==> src/rtl/lsu_align_pkg.sv <==
// Shared types and helpers for the load/store lane alignment unit.
// Assumes a byte-addressed bus whose width is a whole number of bytes.
package lsu_align_pkg;

    localparam int BUS_W      = 32;
    localparam int LANES      = BUS_W / 8;
    localparam int LANE_IDX_W = $clog2(LANES);
    localparam int HALF_W     = 16;

    typedef enum logic [1:0] {
        SZ_BYTE = 2'd0,
        SZ_HALF = 2'd1,
        SZ_WORD = 2'd2,
        SZ_RSVD = 2'd3
    } acc_size_e;

    // Load context captured at request time, consumed when data returns.
    typedef struct packed {
        logic                  big_end;
        logic [LANE_IDX_W-1:0] lo;
        acc_size_e             size;
        logic                  sext;
    } ld_ctx_t;

    // Lowest-numbered lane touched by an aligned access.
    function automatic logic [LANE_IDX_W-1:0] base_lane(
        input acc_size_e             size,
        input logic [LANE_IDX_W-1:0] lo,
        input logic                  big_end
    );
        logic [LANE_IDX_W-1:0] even;
        even = {lo[LANE_IDX_W-1:1], 1'b0};
        unique case (size)
            SZ_BYTE: base_lane = big_end ? LANE_IDX_W'(LANES - 1) - lo : lo;
            SZ_HALF: base_lane = big_end ? LANE_IDX_W'(LANES - 2) - even : even;
            default: base_lane = '0;
        endcase
    endfunction

endpackage

==> src/rtl/lsu_align_check.sv <==
// Alignment checker: decides whether a request is legal for its size.
// Assumes the pipeline holds the request stable for the whole cycle.
module lsu_align_check
    import lsu_align_pkg::*;
(
    input  logic                  req_valid,
    input  acc_size_e             size,
    input  logic [LANE_IDX_W-1:0] lo,
    output logic                  addr_err,
    output logic                  go
);

    logic misaligned;

    // Classify the offset against the natural alignment of each size.
    always_comb begin
        unique case (size)
            SZ_BYTE: misaligned = 1'b0;
            SZ_HALF: misaligned = lo[0];
            SZ_WORD: misaligned = |lo;
            default: misaligned = 1'b1;
        endcase
    end

    // Raise the error or release the request, never both.
    always_comb begin
        addr_err = req_valid &  misaligned;
        go       = req_valid & ~misaligned;
    end

endmodule

==> src/rtl/lsu_store_lanes.sv <==
// Store lane placement: builds the lane-enable mask and replicates the
// store operand across all lanes. Assumes the request is already known
// to be aligned whenever go is high.
module lsu_store_lanes
    import lsu_align_pkg::*;
(
    input  logic                  go,
    input  acc_size_e             size,
    input  logic [LANE_IDX_W-1:0] lo,
    input  logic                  big_end,
    input  logic [BUS_W-1:0]      wdata_in,
    output logic [LANES-1:0]      be,
    output logic [BUS_W-1:0]      wdata_out
);

    logic [LANE_IDX_W-1:0] first;
    logic [LANES-1:0]      mask;

    // Locate the first lane of the access for the current lane order.
    always_comb first = base_lane(size, lo, big_end);

    // Expand the first lane into a mask of width matching the size.
    always_comb begin
        mask = '0;
        unique case (size)
            SZ_BYTE: mask[first]      = 1'b1;
            SZ_HALF: mask[first +: 2] = 2'b11;
            default: mask             = '1;
        endcase
    end

    // Drive enables only while a transfer is actually requested.
    always_comb be = go ? mask : '0;

    // Replicate the operand so the enables alone pick the written bytes.
    for (genvar g = 0; g < LANES; g++) begin : g_lane
        always_comb begin
            unique case (size)
                SZ_BYTE: wdata_out[g*8 +: 8] = wdata_in[7:0];
                SZ_HALF: wdata_out[g*8 +: 8] = wdata_in[(g % 2)*8 +: 8];
                default: wdata_out[g*8 +: 8] = wdata_in[g*8 +: 8];
            endcase
        end
    end

endmodule

==> src/rtl/lsu_load_extract.sv <==
// Load extraction: keeps the context of the outstanding load, then on
// returned bus data selects the addressed lanes and extends them.
// Assumes at most one load outstanding and data returning in a later
// cycle than the request.
module lsu_load_extract
    import lsu_align_pkg::*;
(
    input  logic             clk,
    input  logic             rst_n,
    input  logic             capture,
    input  ld_ctx_t          ctx_in,
    input  logic             rvalid,
    input  logic [BUS_W-1:0] rdata,
    output logic             ld_valid,
    output logic [BUS_W-1:0] ld_data
);

    ld_ctx_t               ctx_q;
    logic [LANE_IDX_W-1:0] first;
    logic [7:0]            byte_v;
    logic [HALF_W-1:0]     half_v;
    logic [BUS_W-1:0]      ext_v;

    // Hold the request attributes until the bus answers.
    always_ff @(posedge clk) begin
        if (!rst_n)       ctx_q <= '0;
        else if (capture) ctx_q <= ctx_in;
    end

    // Locate the lanes of the stored access.
    always_comb first = base_lane(ctx_q.size, ctx_q.lo, ctx_q.big_end);

    // Pull the byte and half-word out of the returned word.
    always_comb begin
        byte_v = rdata[first*8 +: 8];
        half_v = rdata[first*8 +: HALF_W];
    end

    // Widen the selected item to the full bus width.
    always_comb begin
        unique case (ctx_q.size)
            SZ_BYTE: ext_v = ctx_q.sext ? {{(BUS_W-8){byte_v[7]}}, byte_v}
                                        : {{(BUS_W-8){1'b0}}, byte_v};
            SZ_HALF: ext_v = ctx_q.sext ? {{(BUS_W-HALF_W){half_v[HALF_W-1]}}, half_v}
                                        : {{(BUS_W-HALF_W){1'b0}}, half_v};
            default: ext_v = rdata;
        endcase
    end

    // Register the result in the cycle the bus returns data.
    always_ff @(posedge clk) begin
        if (!rst_n) begin
            ld_valid <= 1'b0;
            ld_data  <= '0;
        end else begin
            ld_valid <= rvalid;
            if (rvalid) ld_data <= ext_v;
        end
    end

endmodule

==> src/rtl/lsu_lane_align.sv <==
// Top of the load/store byte-lane alignment unit. Request-side outputs
// are combinational from the request; the load result is registered.
// Assumes the bus accepts any request in the cycle it is presented.
module lsu_lane_align
    import lsu_align_pkg::*;
#(
    parameter int ADDR_W = 32
) (
    input  logic              clk,
    input  logic              rst_n,
    input  logic              cfg_big_endian,
    input  logic              req_valid,
    input  logic              req_write,
    input  logic [1:0]        req_size,
    input  logic              req_signed,
    input  logic [ADDR_W-1:0] req_addr,
    input  logic [BUS_W-1:0]  req_wdata,
    output logic              addr_err,
    output logic              bus_req,
    output logic              bus_we,
    output logic [ADDR_W-1:0] bus_addr,
    output logic [LANES-1:0]  bus_be,
    output logic [BUS_W-1:0]  bus_wdata,
    input  logic              bus_rvalid,
    input  logic [BUS_W-1:0]  bus_rdata,
    output logic              ld_valid,
    output logic [BUS_W-1:0]  ld_data
);

    acc_size_e             size;
    logic [LANE_IDX_W-1:0] lo;
    logic                  go;
    ld_ctx_t               ctx;

    // Decode the request fields.
    always_comb begin
        size = acc_size_e'(req_size);
        lo   = req_addr[LANE_IDX_W-1:0];
    end

    lsu_align_check u_check (
        .req_valid (req_valid),
        .size      (size),
        .lo        (lo),
        .addr_err  (addr_err),
        .go        (go)
    );

    lsu_store_lanes u_store (
        .go        (go),
        .size      (size),
        .lo        (lo),
        .big_end   (cfg_big_endian),
        .wdata_in  (req_wdata),
        .be        (bus_be),
        .wdata_out (bus_wdata)
    );

    // Present the word-aligned bus request.
    always_comb begin
        bus_req  = go;
        bus_we   = go & req_write;
        bus_addr = {req_addr[ADDR_W-1:LANE_IDX_W], {LANE_IDX_W{1'b0}}};
    end

    // Bundle the attributes a returning load will need.
    always_comb begin
        ctx.big_end = cfg_big_endian;
        ctx.lo      = lo;
        ctx.size    = size;
        ctx.sext    = req_signed;
    end

    lsu_load_extract u_load (
        .clk      (clk),
        .rst_n    (rst_n),
        .capture  (go & ~req_write),
        .ctx_in   (ctx),
        .rvalid   (bus_rvalid),
        .rdata    (bus_rdata),
        .ld_valid (ld_valid),
        .ld_data  (ld_data)
    );

endmodule

==> config.mk <==
export PLATFORM = sky130hd
export DESIGN_NAME = lsu_lane_align
export DESIGN_NICKNAME = d
export VERILOG_FILES = /design/src/rtl/lsu_align_pkg.sv /design/src/rtl/lsu_align_check.sv /design/src/rtl/lsu_store_lanes.sv /design/src/rtl/lsu_load_extract.sv /design/src/rtl/lsu_lane_align.sv
export SDC_FILE = /design/constraint.sdc
export NUM_CORES = 1
export LEC_CHECK = 0
export BUFFER_PORTS_ARGS = -buffer_cell sky130_fd_sc_hd__buf_2
export CELL_PAD_IN_SITES_DETAIL_PLACEMENT = 0
export CELL_PAD_IN_SITES_GLOBAL_PLACEMENT = 1
export CORE_AREA = 2 2 100 102
export CTS_BUF_LIST = sky130_fd_sc_hd__clkbuf_4
export DETAILED_ROUTE_END_ITERATION = 8
export DIE_AREA = 0 0 102 104
export GPL_ROUTABILITY_DRIVEN = 0
export PLACE_DENSITY = 0.95
export REMOVE_ABC_BUFFERS = 1
export SYNTH_ARGS = -nofsm -noshare
export SYNTH_HDL_FRONTEND = slang
export SYNTH_SLANG_ARGS = --single-unit
==> constraint.sdc <==
create_clock -name clk -period 2.57 [get_ports clk]
set_input_delay 0 -clock clk [delete_from_list [all_inputs] [get_ports clk]]
set_output_delay 0 -clock clk [all_outputs]
set_load 0.1 [all_outputs]
==> flow_summary.rst <==
.. list-table::
   :header-rows: 1

   * - Metric
     - Value
   * - Internal power of the cells
     - around 1000 uW
   * - Core region area
     - 9550 um2
   * - Worst setup path startpoint
     - u_load.ctx_q[4]$_SDFFE_PN0P_
   * - Top fanout value on the critical path
     - 19
   * - Number of H-tree levels
     - 2
   * - Clock tree root driver cell
     - clkbuf_4
   * - Depth of the worst register-to-register path
     - 5
   * - Post-synthesis register bit count
     - 39
   * - Power density over the cells
     - 557 nW/um2
   * - Part of the total power dissipated in sequential elements
     - 33.3%
   * - Routed WL
     - 9730 um
   * - Count of cell types in the netlist
     - 43
   * - Cell count after synthesis
     - 356
   * - Avg WL per Cell
     - 16.0 um
   * - Total die area
     - roughly 11000 um2
   * - Slew @ Worst Pin
     - 764 ps
   * - Largest cells by area after synthesis
     - dfxtp_1, buf_4, o21ai_0, a21oi_1, mux2_2
   * - Count of nets after finishing
     - 581
   * - Type of the tightest min-delay check
     - input port to output port
   * - Vias in the first global route
     - around 2900
   * - Startpoint of the lowest-slack register-to-register path
     - u_load.ctx_q[4]$_SDFFE_PN0P_
   * - Cell types with the highest counts after synthesis
     - o21ai_0, buf_4, dfxtp_1, a21oi_1, nor2_1
   * - GRT Residual Overflow
     - 0
   * - Buffers inserted during post-CTS setup optimization
     - 0
   * - CTS sink count
     - 39
   * - Crit Path Class
     - flop to flop
   * - Diode count
     - 0
   * - Endpoint of the worst register-to-register path
     - u_load.ld_data[31]$_SDFFE_PN0P_
   * - CTS buffer count
     - 5
   * - Fmax achieved
     - 0.427 GHz
   * - DIE HEIGHT
     - 104 um
   * - Final setup violation count
     - 0
   * - Pin count of the biggest net entering global routing
     - 35
   * - Setup tns final
     - 0 ps
   * - Storage cell area
     - 781 um2
   * - Cell Area, Synth
     - 2780 um2
   * - Timing endpoint of the critical path
     - u_load.ld_data[31]$_SDFFE_PN0P_
   * - Worst vdd ir
     - between 0.2 and 0.25 mV
   * - Clock transition at the registers of the reported paths
     - 100 ps
   * - Final Hold Fails
     - 0
   * - Post-detail-place hpwl
     - just under 8000 um
   * - I/O pins
     - between 200 and 250
   * - Hold Worst Slack
     - 0.644 ps
   * - Number of remaining DRC errors
     - 0
   * - Initial antenna violation count
     - 0
   * - Post-route clock period utilization
     - 91.2%
   * - Arrival time at the worst endpoint
     - 2550 ps
   * - Relative contribution of the clock network to total power
     - 16.0%
   * - Static Leakage
     - around 1.7 nW
   * - Avg Cell Area, Syn
     - around 8 um2
   * - Portion of the post-synthesis area used by sequential elements
     - 28.0%
   * - Critical Path RT
     - 2780 ps
   * - Worst clock skew
     - 5.01 ps
   * - Fill cell count
     - 1022
   * - Predominant post-synthesis flop cell
     - dfxtp_1
   * - Maximum root-to-sink buffer count
     - 2
   * - Hold buffer count at CTS
     - 24
   * - Multi-input gate area in the final layout
     - 1560 um2
   * - Buffers added on ports
     - 146
   * - Initial Utilization
     - 29.2%
   * - Detail Route Antenna Nets
     - 0
   * - Clock latency of the later-clocked register in the worst-skew pair
     - 350 ps
   * - Unrepaired setup endpoints after global routing
     - false
   * - Global-route wire length before repair
     - 14900 um
   * - Worst reg2reg setup slack
     - 230 ps
   * - Warning count from the yosys run
     - 0
   * - Tmin final
     - 2340 ps
   * - Fraction of layout instances using a drive strength above 1
     - 37.9%
   * - Switching power of the nets
     - 1.01 mW
   * - Worst slew margin relative to its limit
     - 49.0%
   * - Most numerous cell in the Yosys netlist
     - o21ai_0
   * - Post-synth EDFFs
     - 0
   * - TritonCTS clock tree
     - yes
   * - Number of vias in the routed layout
     - 3022
   * - Number of rows in the core area
     - 36
   * - Global-route usage over all layers
     - around 18%
   * - Outcome
     - complete, no violations
   * - Avg Vias per Cell
     - 4.97
   * - Startpoint Class
     - flop
   * - Resize count post-CTS
     - 0
   * - Post-synthesis to final-layout area growth
     - 29.1%
   * - Drt pass-1 iters
     - 4
   * - Iter 0 DRT Violations
     - 185
   * - Area share of the leading cell type in the synthesized netlist
     - 28.0%
   * - Count of max-cap constraint violations
     - 0
   * - Die X
     - between 100 and 150 um
   * - Combinational cell fraction of total power
     - 50.8%
   * - Async set-reset flop share out of synthesis
     - 0%
   * - Net switching share of the total power
     - between 50% and 60%
   * - Worst Setup End Kind
     - flop
   * - Fin. max-slew vios
     - 0
   * - Library cell occupying the most area in the post-synthesis netlist
     - dfxtp_1
logic make-up after synthesis:
group / count (synthesis) / synth area share [%]
xor+xnor: 6 / 2.56
other cells: 1 / 0.135
mux: 30 / 11.5
buf+inv: 73 / 16.1
simple gates: 90 / 15.1
fa+ha+maj: 2 / 0.899
flops: 39 / 28.0
compound gates: 115 / 25.6
how the worst min path moves through the flow:
stage / start / end / cells after the start / slack, ps
after floorplan: req_addr[10] / bus_addr[10] / 0 / 0
after global placement: req_addr[7] / bus_addr[7] / 0 / 0.9
after detailed placement: req_addr[7] / bus_addr[7] / 0 / 0.9
after CTS: req_addr[7] / bus_addr[7] / 0 / 0.9
after global routing: req_addr[7] / bus_addr[7] / 0 / 0.7
final: req_addr[7] / bus_addr[7] / 0 / 0.6
per-stage QoR:
| step | power, mW | area (um2) | utilization (%) | worst slack, ps | std cells |
|---|---|---|---|---|---|
| 2_1_floorplan | 1.40 | 2380 | - | 32.4 | 294 |
| 3_3_place_gp | 1.66 | 3300 | 34.5 | 382 | 576 |
| 3_5_place_dp | 1.67 | 3300 | 34.5 | 271 | 576 |
| 4_1_cts | 2.02 | 3590 | 37.6 | 246 | 608 |
| 5_1_grt | 2.10 | 3590 | 37.6 | 113 | 608 |
| 6_report | 2.00 | 3590 | 37.6 | 227 | 608 |
layout by cell type, fill, tap and decap left out, drive strengths merged, types with 2 or more instances in the layout:
| cell | instances |
|---|---|
| a211oi | 2 |
| a21oi | 37 |
| a22o | 8 |
| a22oi | 8 |
| a31oi | 2 |
| a32o | 6 |
| buf | 149 |
| clkbuf | 7 |
| conb | 2 |
| dfxtp | 39 |
| dlygate4sd3 | 24 |
| ha | 2 |
| inv | 10 |
| mux2 | 16 |
| mux2i | 14 |
| nand2 | 27 |
| nand2b | 6 |
| nand3 | 4 |
| nor2 | 34 |
| nor2b | 8 |
| nor3 | 2 |
| nor3b | 3 |
| o21ai | 44 |
| o31ai | 2 |
| or2 | 2 |
| xnor2 | 5 |
power groups by stage:
stage | combinational, mW | sequential (mW) | clock, mW
2_1_floorplan | 0.475 | 0.922 | 0
3_3_place_gp | 0.980 | 0.680 | 0
3_5_place_dp | 0.989 | 0.681 | 0
4_1_cts | 1.02 | 0.667 | 0.335
5_1_grt | 1.07 | 0.672 | 0.361
6_report | 1.02 | 0.667 | 0.320
cell type report:
cell class / instances / area share, %
Clock buffer: 7 / 1.46
Clock inverter: 1 / 0.139
Inverter: 10 / 1.04
Multi-Input combinational cell: 245 / 43.4
Sequential cell: 39 / 21.7
Tap cell: 133 / 4.63
Timing Repair Buffer: 173 / 27.6
flip-flops by register name, indices dropped and copies added (netlist names):
register / cells
u_load.ld_valid: 1
u_load.ctx_q: 6
u_load.ld_data: 32
routing by layer:
metal	vias up	routed length (um)	track usage, %
met5	-	0	0
met4	0	88	3.43
met3	8	1300	8.27
met2	204	4480	29.5
met1	1363	3870	21.5
li1	1447	-	-
critical path, cell delays in order (launching register included):
cell and delay [ps]:
dfxtp_1 430, xnor2_4 500, or2_4 230, o32ai_2 130, a311oi_4 750, a21oi_1 170
Note: power is estimated with default switching activity, not from simulation.
